## src/rtl/preroll_copier_pkg.sv

```systemverilog
package preroll_copier_pkg;
  localparam int CNT_W = 32;

  typedef enum logic [2:0] {
    S_IDLE, S_PTR, S_EVAL, S_STEP, S_BLK, S_MV1, S_MV2, S_NEXT
  } ctl_state_e;

  typedef enum logic [1:0] {
    M_IDLE, M_RD, M_WR
  } mov_state_e;
endpackage

```

## src/rtl/preroll_copier_ptr.sv

```systemverilog
module preroll_copier_ptr
  import preroll_copier_pkg::*;
#(
  parameter int SAMPLE_BYTES  = 131068,
  parameter int PREROLL_BYTES = 65536
) (
  input  logic [CNT_W-1:0] ptr_i,
  input  logic [CNT_W-1:0] rd_i,
  input  logic             rewind_i,
  output logic             valid_o,
  output logic [CNT_W-1:0] rd_o,
  output logic [CNT_W-1:0] new_o
);
  localparam logic [CNT_W-1:0] SAMPLE_L = CNT_W'(SAMPLE_BYTES);
  localparam logic [CNT_W-1:0] PRE_L    = CNT_W'(PREROLL_BYTES);

  logic [CNT_W-1:0] wr, rew;

  always_comb begin
    wr      = ptr_i - CNT_W'(4);
    valid_o = wr < SAMPLE_L;
    rew     = (wr < PRE_L) ? SAMPLE_L - (PRE_L - wr) : wr - PRE_L;
    rd_o    = rewind_i ? rew : rd_i;
    new_o   = (rd_o <= wr) ? wr - rd_o : SAMPLE_L + wr - rd_o;
  end
endmodule

```

## src/rtl/preroll_copier_plan.sv

```systemverilog
module preroll_copier_plan
  import preroll_copier_pkg::*;
#(
  parameter int FRAME_BYTES = 2
) (
  input  logic [CNT_W-1:0] beg_i,
  input  logic [CNT_W-1:0] end_i,
  input  logic [CNT_W-1:0] dst_off_i,
  input  logic [CNT_W-1:0] dst_bytes_i,
  output logic             err_o,
  output logic             empty_o,
  output logic [CNT_W-1:0] start_o,
  output logic [CNT_W-1:0] first_o,
  output logic [CNT_W-1:0] second_o
);
  localparam logic [CNT_W-1:0] FRAME_L = CNT_W'(FRAME_BYTES);

  logic [CNT_W-1:0] lim, len0, len;
  logic             clip, wrap;

  always_comb begin
    err_o    = (beg_i > end_i) || (dst_bytes_i < (FRAME_L << 1));
    empty_o  = beg_i == end_i;
    lim      = dst_bytes_i - FRAME_L;
    len0     = end_i - beg_i;
    clip     = len0 > lim;
    start_o  = clip ? end_i - lim : beg_i;
    len      = clip ? lim : len0;
    wrap     = (dst_off_i + len) > dst_bytes_i;
    first_o  = wrap ? dst_bytes_i - dst_off_i : len;
    second_o = wrap ? len - first_o : '0;
  end
endmodule

```

## src/rtl/preroll_copier_mover.sv

```systemverilog
module preroll_copier_mover
  import preroll_copier_pkg::*;
#(
  parameter int DATA_W = 16,
  parameter int ADDR_W = 24
) (
  input  logic              clk_i,
  input  logic              rst_ni,
  input  logic              start_i,
  input  logic [ADDR_W-1:0] src_addr_i,
  input  logic [ADDR_W-1:0] dst_addr_i,
  input  logic [CNT_W-1:0]  len_i,
  output logic              src_req_o,
  output logic [ADDR_W-1:0] src_addr_o,
  input  logic              src_ready_i,
  input  logic [DATA_W-1:0] src_data_i,
  output logic              dst_req_o,
  output logic [ADDR_W-1:0] dst_addr_o,
  output logic [DATA_W-1:0] dst_data_o,
  input  logic              dst_ready_i,
  output logic              done_o
);
  mov_state_e        st_q;
  logic [ADDR_W-1:0] sa_q, da_q;
  logic [CNT_W-1:0]  left_q;
  logic [DATA_W-1:0] data_q;
  logic              done_q;

  always_ff @(posedge clk_i or negedge rst_ni) begin
    if (!rst_ni) begin
      st_q   <= M_IDLE;
      sa_q   <= '0;
      da_q   <= '0;
      left_q <= '0;
      data_q <= '0;
      done_q <= 1'b0;
    end else begin
      done_q <= 1'b0;
      unique case (st_q)
        M_IDLE: if (start_i) begin
          sa_q   <= src_addr_i;
          da_q   <= dst_addr_i;
          left_q <= len_i;
          st_q   <= M_RD;
        end
        M_RD: if (src_ready_i) begin
          data_q <= src_data_i;
          st_q   <= M_WR;
        end
        M_WR: if (dst_ready_i) begin
          if (left_q <= CNT_W'(1)) begin
            st_q   <= M_IDLE;
            done_q <= 1'b1;
          end else begin
            left_q <= left_q - CNT_W'(1);
            sa_q   <= sa_q + ADDR_W'(1);
            da_q   <= da_q + ADDR_W'(1);
            st_q   <= M_RD;
          end
        end
        default: st_q <= M_IDLE;
      endcase
    end
  end

  assign src_req_o  = st_q == M_RD;
  assign src_addr_o = sa_q;
  assign dst_req_o  = st_q == M_WR;
  assign dst_addr_o = da_q;
  assign dst_data_o = data_q;
  assign done_o     = done_q;
endmodule

```

## src/rtl/preroll_copier.sv

```systemverilog
module preroll_copier
  import preroll_copier_pkg::*;
#(
  parameter int REGION_BYTES  = 131072,
  parameter int PREROLL_BYTES = 65536,
  parameter int DATA_W        = 16,
  parameter int ADDR_W        = 24,
  parameter int SRC_BASE      = 0,
  parameter int DST_BASE      = 65536
) (
  input  logic              clk_i,
  input  logic              rst_ni,
  input  logic              poll_i,
  input  logic              trigger_i,
  input  logic              prepare_i,
  input  logic [CNT_W-1:0]  dst_bytes_i,
  input  logic [CNT_W-1:0]  period_bytes_i,
  output logic              src_req_o,
  output logic [ADDR_W-1:0] src_addr_o,
  input  logic              src_ready_i,
  input  logic [DATA_W-1:0] src_data_i,
  output logic              dst_req_o,
  output logic [ADDR_W-1:0] dst_addr_o,
  output logic [DATA_W-1:0] dst_data_o,
  input  logic              dst_ready_i,
  output logic              busy_o,
  output logic              done_o,
  output logic              error_o,
  output logic              period_o,
  output logic [CNT_W-1:0]  dst_frame_o
);
  localparam int FRAME_BYTES  = DATA_W / 8;
  localparam int SH           = $clog2(FRAME_BYTES);
  localparam int PTR_WORDS    = 32 / DATA_W;
  localparam int PIDX_W       = (PTR_WORDS > 1) ? $clog2(PTR_WORDS) : 1;
  localparam int SAMPLE_BYTES = REGION_BYTES - 4;
  localparam logic [CNT_W-1:0]  SAMPLE_L = CNT_W'(SAMPLE_BYTES);
  localparam logic [ADDR_W-1:0] SRC_W0   = ADDR_W'(SRC_BASE);
  localparam logic [ADDR_W-1:0] SMP_W0   = ADDR_W'(SRC_BASE + PTR_WORDS);
  localparam logic [ADDR_W-1:0] DST_W0   = ADDR_W'(DST_BASE);

  function automatic logic [ADDR_W-1:0] smp_word(input logic [CNT_W-1:0] b);
    return SMP_W0 + ADDR_W'(b >> SH);
  endfunction

  ctl_state_e        st_q;
  logic [PIDX_W-1:0] pidx_q;
  logic [CNT_W-1:0]  ptr_q, rd_q, dst_q, acc_q, rem_q, step_q, tgt_q;
  logic [CNT_W-1:0]  beg_q, end_q, cb_q, first_q, second_q;
  logic              blk_hi_q, rewind_q;
  logic              done_q, err_q, per_q;
  logic              mv_start_q;
  logic [ADDR_W-1:0] mv_src_q, mv_dst_q;
  logic [CNT_W-1:0]  mv_len_q;

  // pointer arithmetic
  logic             pv_valid;
  logic [CNT_W-1:0] pv_rd, pv_new;

  preroll_copier_ptr #(
    .SAMPLE_BYTES (SAMPLE_BYTES),
    .PREROLL_BYTES(PREROLL_BYTES)
  ) u_ptr (
    .ptr_i   (ptr_q),
    .rd_i    (rd_q),
    .rewind_i(rewind_q),
    .valid_o (pv_valid),
    .rd_o    (pv_rd),
    .new_o   (pv_new)
  );

  // block planning
  logic             pl_err, pl_empty;
  logic [CNT_W-1:0] pl_start, pl_first, pl_second;

  preroll_copier_plan #(.FRAME_BYTES(FRAME_BYTES)) u_plan (
    .beg_i      (beg_q),
    .end_i      (end_q),
    .dst_off_i  (dst_q),
    .dst_bytes_i(dst_bytes_i),
    .err_o      (pl_err),
    .empty_o    (pl_empty),
    .start_o    (pl_start),
    .first_o    (pl_first),
    .second_o   (pl_second)
  );

  // word mover
  logic              mv_src_req, mv_dst_req, mv_done;
  logic [ADDR_W-1:0] mv_src_addr;

  preroll_copier_mover #(.DATA_W(DATA_W), .ADDR_W(ADDR_W)) u_mov (
    .clk_i      (clk_i),
    .rst_ni     (rst_ni),
    .start_i    (mv_start_q),
    .src_addr_i (mv_src_q),
    .dst_addr_i (mv_dst_q),
    .len_i      (mv_len_q),
    .src_req_o  (mv_src_req),
    .src_addr_o (mv_src_addr),
    .src_ready_i(src_ready_i),
    .src_data_i (src_data_i),
    .dst_req_o  (mv_dst_req),
    .dst_addr_o (dst_addr_o),
    .dst_data_o (dst_data_o),
    .dst_ready_i(dst_ready_i),
    .done_o     (mv_done)
  );

  // step sizing
  logic [CNT_W-1:0] room, step_c, tgt_c, acc_nx, dst_nx;
  always_comb begin
    room   = period_bytes_i - acc_q;
    step_c = (rem_q < room) ? rem_q : room;
    tgt_c  = rd_q + step_c;
    acc_nx = acc_q + step_q;
    dst_nx = dst_q + first_q;
  end

  always_ff @(posedge clk_i or negedge rst_ni) begin
    if (!rst_ni) begin
      st_q       <= S_IDLE;
      pidx_q     <= '0;
      ptr_q      <= '0;
      rd_q       <= '0;
      dst_q      <= '0;
      acc_q      <= '0;
      rem_q      <= '0;
      step_q     <= '0;
      tgt_q      <= '0;
      beg_q      <= '0;
      end_q      <= '0;
      cb_q       <= '0;
      first_q    <= '0;
      second_q   <= '0;
      blk_hi_q   <= 1'b0;
      rewind_q   <= 1'b0;
      done_q     <= 1'b0;
      err_q      <= 1'b0;
      per_q      <= 1'b0;
      mv_start_q <= 1'b0;
      mv_src_q   <= '0;
      mv_dst_q   <= '0;
      mv_len_q   <= '0;
    end else begin
      done_q     <= 1'b0;
      err_q      <= 1'b0;
      per_q      <= 1'b0;
      mv_start_q <= 1'b0;

      // rewind consumed only by a poll with a usable pointer
      if (st_q == S_EVAL && pv_valid) rewind_q <= trigger_i;
      else if (trigger_i)             rewind_q <= 1'b1;

      unique case (st_q)
        S_IDLE: begin
          if (poll_i) begin
            pidx_q <= '0;
            st_q   <= S_PTR;
          end else if (prepare_i) begin
            dst_q <= '0;
            acc_q <= '0;
          end
        end
        S_PTR: if (src_ready_i) begin
          ptr_q[int'(pidx_q)*DATA_W +: DATA_W] <= src_data_i;
          if (int'(pidx_q) == PTR_WORDS - 1) st_q <= S_EVAL;
          else pidx_q <= pidx_q + PIDX_W'(1);
        end
        S_EVAL: begin
          if (!pv_valid) begin
            err_q  <= 1'b1;
            done_q <= 1'b1;
            st_q   <= S_IDLE;
          end else begin
            rd_q  <= pv_rd;
            rem_q <= pv_new;
            st_q  <= S_STEP;
          end
        end
        S_STEP: begin
          if (rem_q == '0) begin
            done_q <= 1'b1;
            st_q   <= S_IDLE;
          end else if (period_bytes_i == '0) begin
            err_q  <= 1'b1;
            done_q <= 1'b1;
            st_q   <= S_IDLE;
          end else begin
            step_q   <= step_c;
            tgt_q    <= tgt_c;
            beg_q    <= rd_q;
            end_q    <= (tgt_c < SAMPLE_L) ? tgt_c : SAMPLE_L;
            blk_hi_q <= 1'b0;
            st_q     <= S_BLK;
          end
        end
        S_BLK: begin
          if (pl_err) begin
            err_q  <= 1'b1;
            done_q <= 1'b1;
            st_q   <= S_IDLE;
          end else if (pl_empty) begin
            st_q <= S_NEXT;
          end else begin
            cb_q       <= pl_start;
            first_q    <= pl_first;
            second_q   <= pl_second;
            mv_start_q <= 1'b1;
            mv_src_q   <= smp_word(pl_start);
            mv_dst_q   <= DST_W0 + ADDR_W'(dst_q >> SH);
            mv_len_q   <= pl_first >> SH;
            st_q       <= S_MV1;
          end
        end
        S_MV1: if (mv_done) begin
          dst_q <= (dst_nx == dst_bytes_i) ? '0 : dst_nx;
          if (second_q != '0) begin
            mv_start_q <= 1'b1;
            mv_src_q   <= smp_word(cb_q + first_q);
            mv_dst_q   <= DST_W0;
            mv_len_q   <= second_q >> SH;
            st_q       <= S_MV2;
          end else begin
            st_q <= S_NEXT;
          end
        end
        S_MV2: if (mv_done) begin
          dst_q <= second_q;
          st_q  <= S_NEXT;
        end
        S_NEXT: begin
          if (!blk_hi_q && tgt_q >= SAMPLE_L) begin
            blk_hi_q <= 1'b1;
            beg_q    <= '0;
            end_q    <= tgt_q - SAMPLE_L;
            st_q     <= S_BLK;
          end else begin
            rd_q <= (tgt_q >= SAMPLE_L) ? tgt_q - SAMPLE_L : tgt_q;
            if (acc_nx >= period_bytes_i) begin
              per_q <= 1'b1;
              acc_q <= '0;
            end else begin
              acc_q <= acc_nx;
            end
            rem_q <= rem_q - step_q;
            st_q  <= S_STEP;
          end
        end
        default: st_q <= S_IDLE;
      endcase
    end
  end

  assign src_req_o   = (st_q == S_PTR) ? 1'b1 : mv_src_req;
  assign src_addr_o  = (st_q == S_PTR) ? SRC_W0 + ADDR_W'(pidx_q) : mv_src_addr;
  assign dst_req_o   = mv_dst_req;
  assign busy_o      = st_q != S_IDLE;
  assign done_o      = done_q;
  assign error_o     = err_q;
  assign period_o    = per_q;
  assign dst_frame_o = dst_q >> SH;
endmodule

```

## config.mk

```make
export PLATFORM = sky130hd
export DESIGN_NAME = preroll_copier
export DESIGN_NICKNAME = d
export VERILOG_FILES = /design/src/rtl/preroll_copier_pkg.sv /design/src/rtl/preroll_copier_ptr.sv /design/src/rtl/preroll_copier_plan.sv /design/src/rtl/preroll_copier_mover.sv /design/src/rtl/preroll_copier.sv
export SDC_FILE = /design/constraint.sdc
export NUM_CORES = 2
export LEC_CHECK = 0
export BUFFER_PORTS_ARGS = -buffer_cell sky130_fd_sc_hd__buf_2
export CAP_MARGIN = 20
export CORE_UTILIZATION = 45
export DETAILED_ROUTE_END_ITERATION = 12
export GPL_TIMING_DRIVEN = 1
export MAX_ROUTING_LAYER = met4
export SLEW_MARGIN = 40
export SYNTH_ARGS = -nofsm -noshare
export SYNTH_HDL_FRONTEND = slang
export SYNTH_SLANG_ARGS = --single-unit
```

## constraint.sdc

```tcl
create_clock -name clk_i -period 15.1 [get_ports clk_i]
set_clock_uncertainty 0.1 [all_clocks]
set_input_delay 0.755 -clock clk_i [delete_from_list [all_inputs] [get_ports clk_i]]
set_output_delay 0.755 -clock clk_i [all_outputs]
set_load 0.005 [all_outputs]
```

==> insert_results.sql <==
INSERT INTO impl_metrics (metric_group, metric, value, unit) VALUES
('cts', 'cts_made_buffers', '72', ''),
('flow_run', 'maxCapViolations', '0', ''),
('placed_design', 'place_ws', '0.474', 'ns'),
('worst_setup_path', 'critical_path.max_stage_delay', '0.44', 'ns'),
('synth', 'ys_dominant_reg_cell', 'sky130_fd_sc_hd__dfrtp_1', ''),
('worst_hold_path', 'timing.hold.worst_endpoint', 'rewind_q$_DFFE_PN0P_', ''),
('global_routing', 'via_count_of_the_first_global_routing_pass', '47800', ''),
('placed_design', 'placement.cell_area', '0.0557', 'sq mm'),
('placed_design', 'detailedPlacementHpwl', '152000', 'um'),
('pwr', 'power_per_cell_area', '82.0', 'mW/mm^2'),
('cells_and_area', 'post_layout_nonfiller_instances', '8326', ''),
('worst_setup_path', 'ff2ff_path_depth', '68', ''),
('synth', 'synthesis.instances', '6670', ''),
('synth', 'syn_nets', '7326', ''),
('pwr', 'power.ir.vdd_worst', '111', 'uV'),
('timing', 'final_critical_path_setup_slack', '0.925', 'ns'),
('worst_setup_path', 'critical_path.max_fanout', '8', ''),
('synth', 'syn_area', '0.0531', 'sq mm'),
('timing', 'hold_violations', '0', ''),
('placed_design', 'port-buffer-count', '187', ''),
('synth', 'synthTopCellsByCount', '718 x sky130_fd_sc_hd__nand2_1, 595 x sky130_fd_sc_hd__a21oi_1, 565 x sky130_fd_sc_hd__dfrtp_1', ''),
('die', 'coreArea', '0.117', 'sq mm'),
('global_routing', 'wire_length_of_the_first_global_routing_pass', '291000', 'um'),
('worst_setup_path', 'rr_endpoint', 'second_q[24]$_DFFE_PN0P_', ''),
('die', 'die-height', '346', 'um'),
('cells_and_area', 'synthToLayoutAreaGrowth', '10.4', '%'),
('timing', 'timing.final.crit_period', '14.18', 'ns'),
('drt', 'post-route-drc-count', '0', ''),
('timing', 'max_clk_rate', '70.5', 'MHz'),
('timing', 'slew-limit-headroom', '36.2', '%'),
('global_routing', 'grtUsageTotal', '32.4', '%'),
('timing', 'setup_tns', '0', 'ns'),
('worst_setup_path', 'r2r-start', 'end_q[0]$_DFFE_PN0P_', ''),
('placed_design', 'place_congestion', '1.00', ''),
('cts', 'htree_levels', '3', ''),
('cts', 'clock_tree_from_tritoncts', 'yes', ''),
('worst_setup_path', 'critPathRequiredTime', '15.55', 'ns'),
('synth', 'syn_avg_cell_area', '7.96', 'sq um'),
('placed_design', 'dp.cells', '8189', ''),
('die', 'floorplan.io_pins', '189', ''),
('synth', 'share_of_async_settable_or_async_resettable_flops_after_synthesis', '100', '%'),
('timing', 'number_of_setup_violations_in_the_final_report', '0', ''),
('cts', 'clock_tree.buffer_depth', '3', ''),
('drt', 'drt_first_iter_violations', '3884', ''),
('timing', 'final.hold.worst_slack', '0.191', 'ns'),
('pwr', 'p_leak', '27.5', 'nW'),
('synth', 'yosysTopAreaCellShare', '26.6', '%'),
('worst_setup_path', 'crit_path_top_delay_cell', 'sky130_fd_sc_hd__or3_1', ''),
('timing', 'rsz_0062_raised_after_global_routing', 'false', ''),
('worst_setup_path', 'cp_delay_by_family_top', 'compound AO/OA/AOI/OAI gates', ''),
('worst_setup_path', 'setup.worst_path.start_class', 'flip-flop', ''),
('drt', 'drt_wl_total', '191000', 'um'),
('outcome', 'result_of_the_run', 'finished clean', ''),
('drt', 'detail_route.first_pass.iterations', '5', ''),
('cts', 'worst_setup_hold_path_clk_slew', '0.06', 'ns'),
('pwr', 'total_power', '4.81', 'mW'),
('synth', 'synthesis.yosys.warnings', '0', ''),
('cts', 'cts_root_buffer', 'sky130_fd_sc_hd__clkbuf_16', ''),
('synth', 'synth_top_cells_by_area', 'sky130_fd_sc_hd__dfrtp_1 27%, sky130_fd_sc_hd__ha_1 13%, sky130_fd_sc_hd__xnor2_1 5.8%, sky130_fd_sc_hd__a21oi_1 5.6%, sky130_fd_sc_hd__nand2_1 5.1%', ''),
('cts', 'cts_num_sinks', '565', ''),
('global_routing', 'grt_antenna_before_repair', '1', ''),
('timing', 'min_period_over_period', '93.9', '%'),
('cells_and_area', 'final_layout_size_suffix_gt1_share', '9.10', '%'),
('drt', 'avgRoutedWirePerCell', '23.0', 'um'),
('worst_setup_path', 'regToRegSetupSlack', '0.92', 'ns'),
('cells_and_area', 'finalNetCount', '7401', ''),
('die', 'floorplan.initialDensity', '45.5', '%'),
('drt', 'via_per_inst', '5.93', ''),
('synth', 'synth_most_common_cell', 'sky130_fd_sc_hd__nand2_1', ''),
('die', 'fp.dieW', '346', 'um'),
('worst_setup_path', 'critical_path_depth', '68', '');
## worst max path at each step
stage / start / to / slack, ns
floorplan: end_q[0]$_DFFE_PN0P_ / second_q[24]$_DFFE_PN0P_ / 0.01
global placement: end_q[0]$_DFFE_PN0P_ / second_q[24]$_DFFE_PN0P_ / 0.67
detailed placement: end_q[0]$_DFFE_PN0P_ / second_q[24]$_DFFE_PN0P_ / 0.47
CTS: end_q[0]$_DFFE_PN0P_ / second_q[25]$_DFFE_PN0P_ / 0.41
global route: end_q[0]$_DFFE_PN0P_ / second_q[24]$_DFFE_PN0P_ / 0.003
finish: end_q[0]$_DFFE_PN0P_ / second_q[24]$_DFFE_PN0P_ / 0.92
## per-layer routing
layer | part of all wire, % | vias up | GRT usage (%)
li1 | - | 24000 | -
met1 | 43 | 23800 | 40.7
met2 | 47 | 1359 | 52.9
met3 | 4.2 | 310 | 2.67
met4 | 5.5 | 0 | 14.8
met5 | 0 | - | -
## where the power goes
group          internal, mW  switching (mW)
clock                  1.19           0.775
combinational         0.449           0.649
sequential             1.63           0.115
total                  3.27            1.54
## repair_timing
action | CTS | global route
hold buffers | 0 | 1
hold endpoints to repair | 0 | 44
resized for setup | 0 | 17
buffers inserted | 0 | 2
setup endpoints to repair | 0 | 12
## cells in the final DEF (no fill, tap or decap), types with 66 or more instances in the layout
master	Yosys	layout
sky130_fd_sc_hd__o31ai_1	121	120
sky130_fd_sc_hd__mux2_2	95	95
sky130_fd_sc_hd__a21oi_1	595	593
sky130_fd_sc_hd__dfrtp_1	565	564
sky130_fd_sc_hd__ha_1	541	540
sky130_fd_sc_hd__xnor2_1	354	352
sky130_fd_sc_hd__nor2_1	468	463
sky130_fd_sc_hd__nor2b_1	79	79
sky130_fd_sc_hd__nor3_1	133	131
sky130_fd_sc_hd__nand4_1	82	82
sky130_fd_sc_hd__a21o_1	174	173
sky130_fd_sc_hd__xor2_1	157	157
sky130_fd_sc_hd__a31oi_1	98	96
sky130_fd_sc_hd__nand3_1	174	172
sky130_fd_sc_hd__inv_1	482	482
sky130_fd_sc_hd__buf_2	10	186
sky130_fd_sc_hd__clkbuf_16	0	73
sky130_fd_sc_hd__mux2i_1	67	66
sky130_fd_sc_hd__o21ai_0	504	496
sky130_fd_sc_hd__buf_4	33	101
sky130_fd_sc_hd__nand2b_1	68	66
sky130_fd_sc_hd__o21a_1	72	71
sky130_fd_sc_hd__nand2_1	718	717
## layout make-up
type                            count  area, sq um
Fill cell                       11500        58100
Multi-Input combinational cell   5319        36200
Sequential cell                   565        14100
Clock buffer                      101         2130
Tap cell                         1524         1910
Timing Repair Buffer              300         1900
Inverter                          487         1830
Clock inverter                     30          558
## logic make-up after synthesis
kind of cell             synth area share (%)
adder cells (fa/ha/maj)                  13.8
XOR/XNOR                                 8.55
flip-flops                               26.6
AO/OA/AOI/OAI                            23.5
AND/OR/NAND/NOR                          18.4
multiplexers                             3.32
buffers and inverters                    5.81
other                                 0.00706
Note: power is estimated with default switching activity, not from simulation.
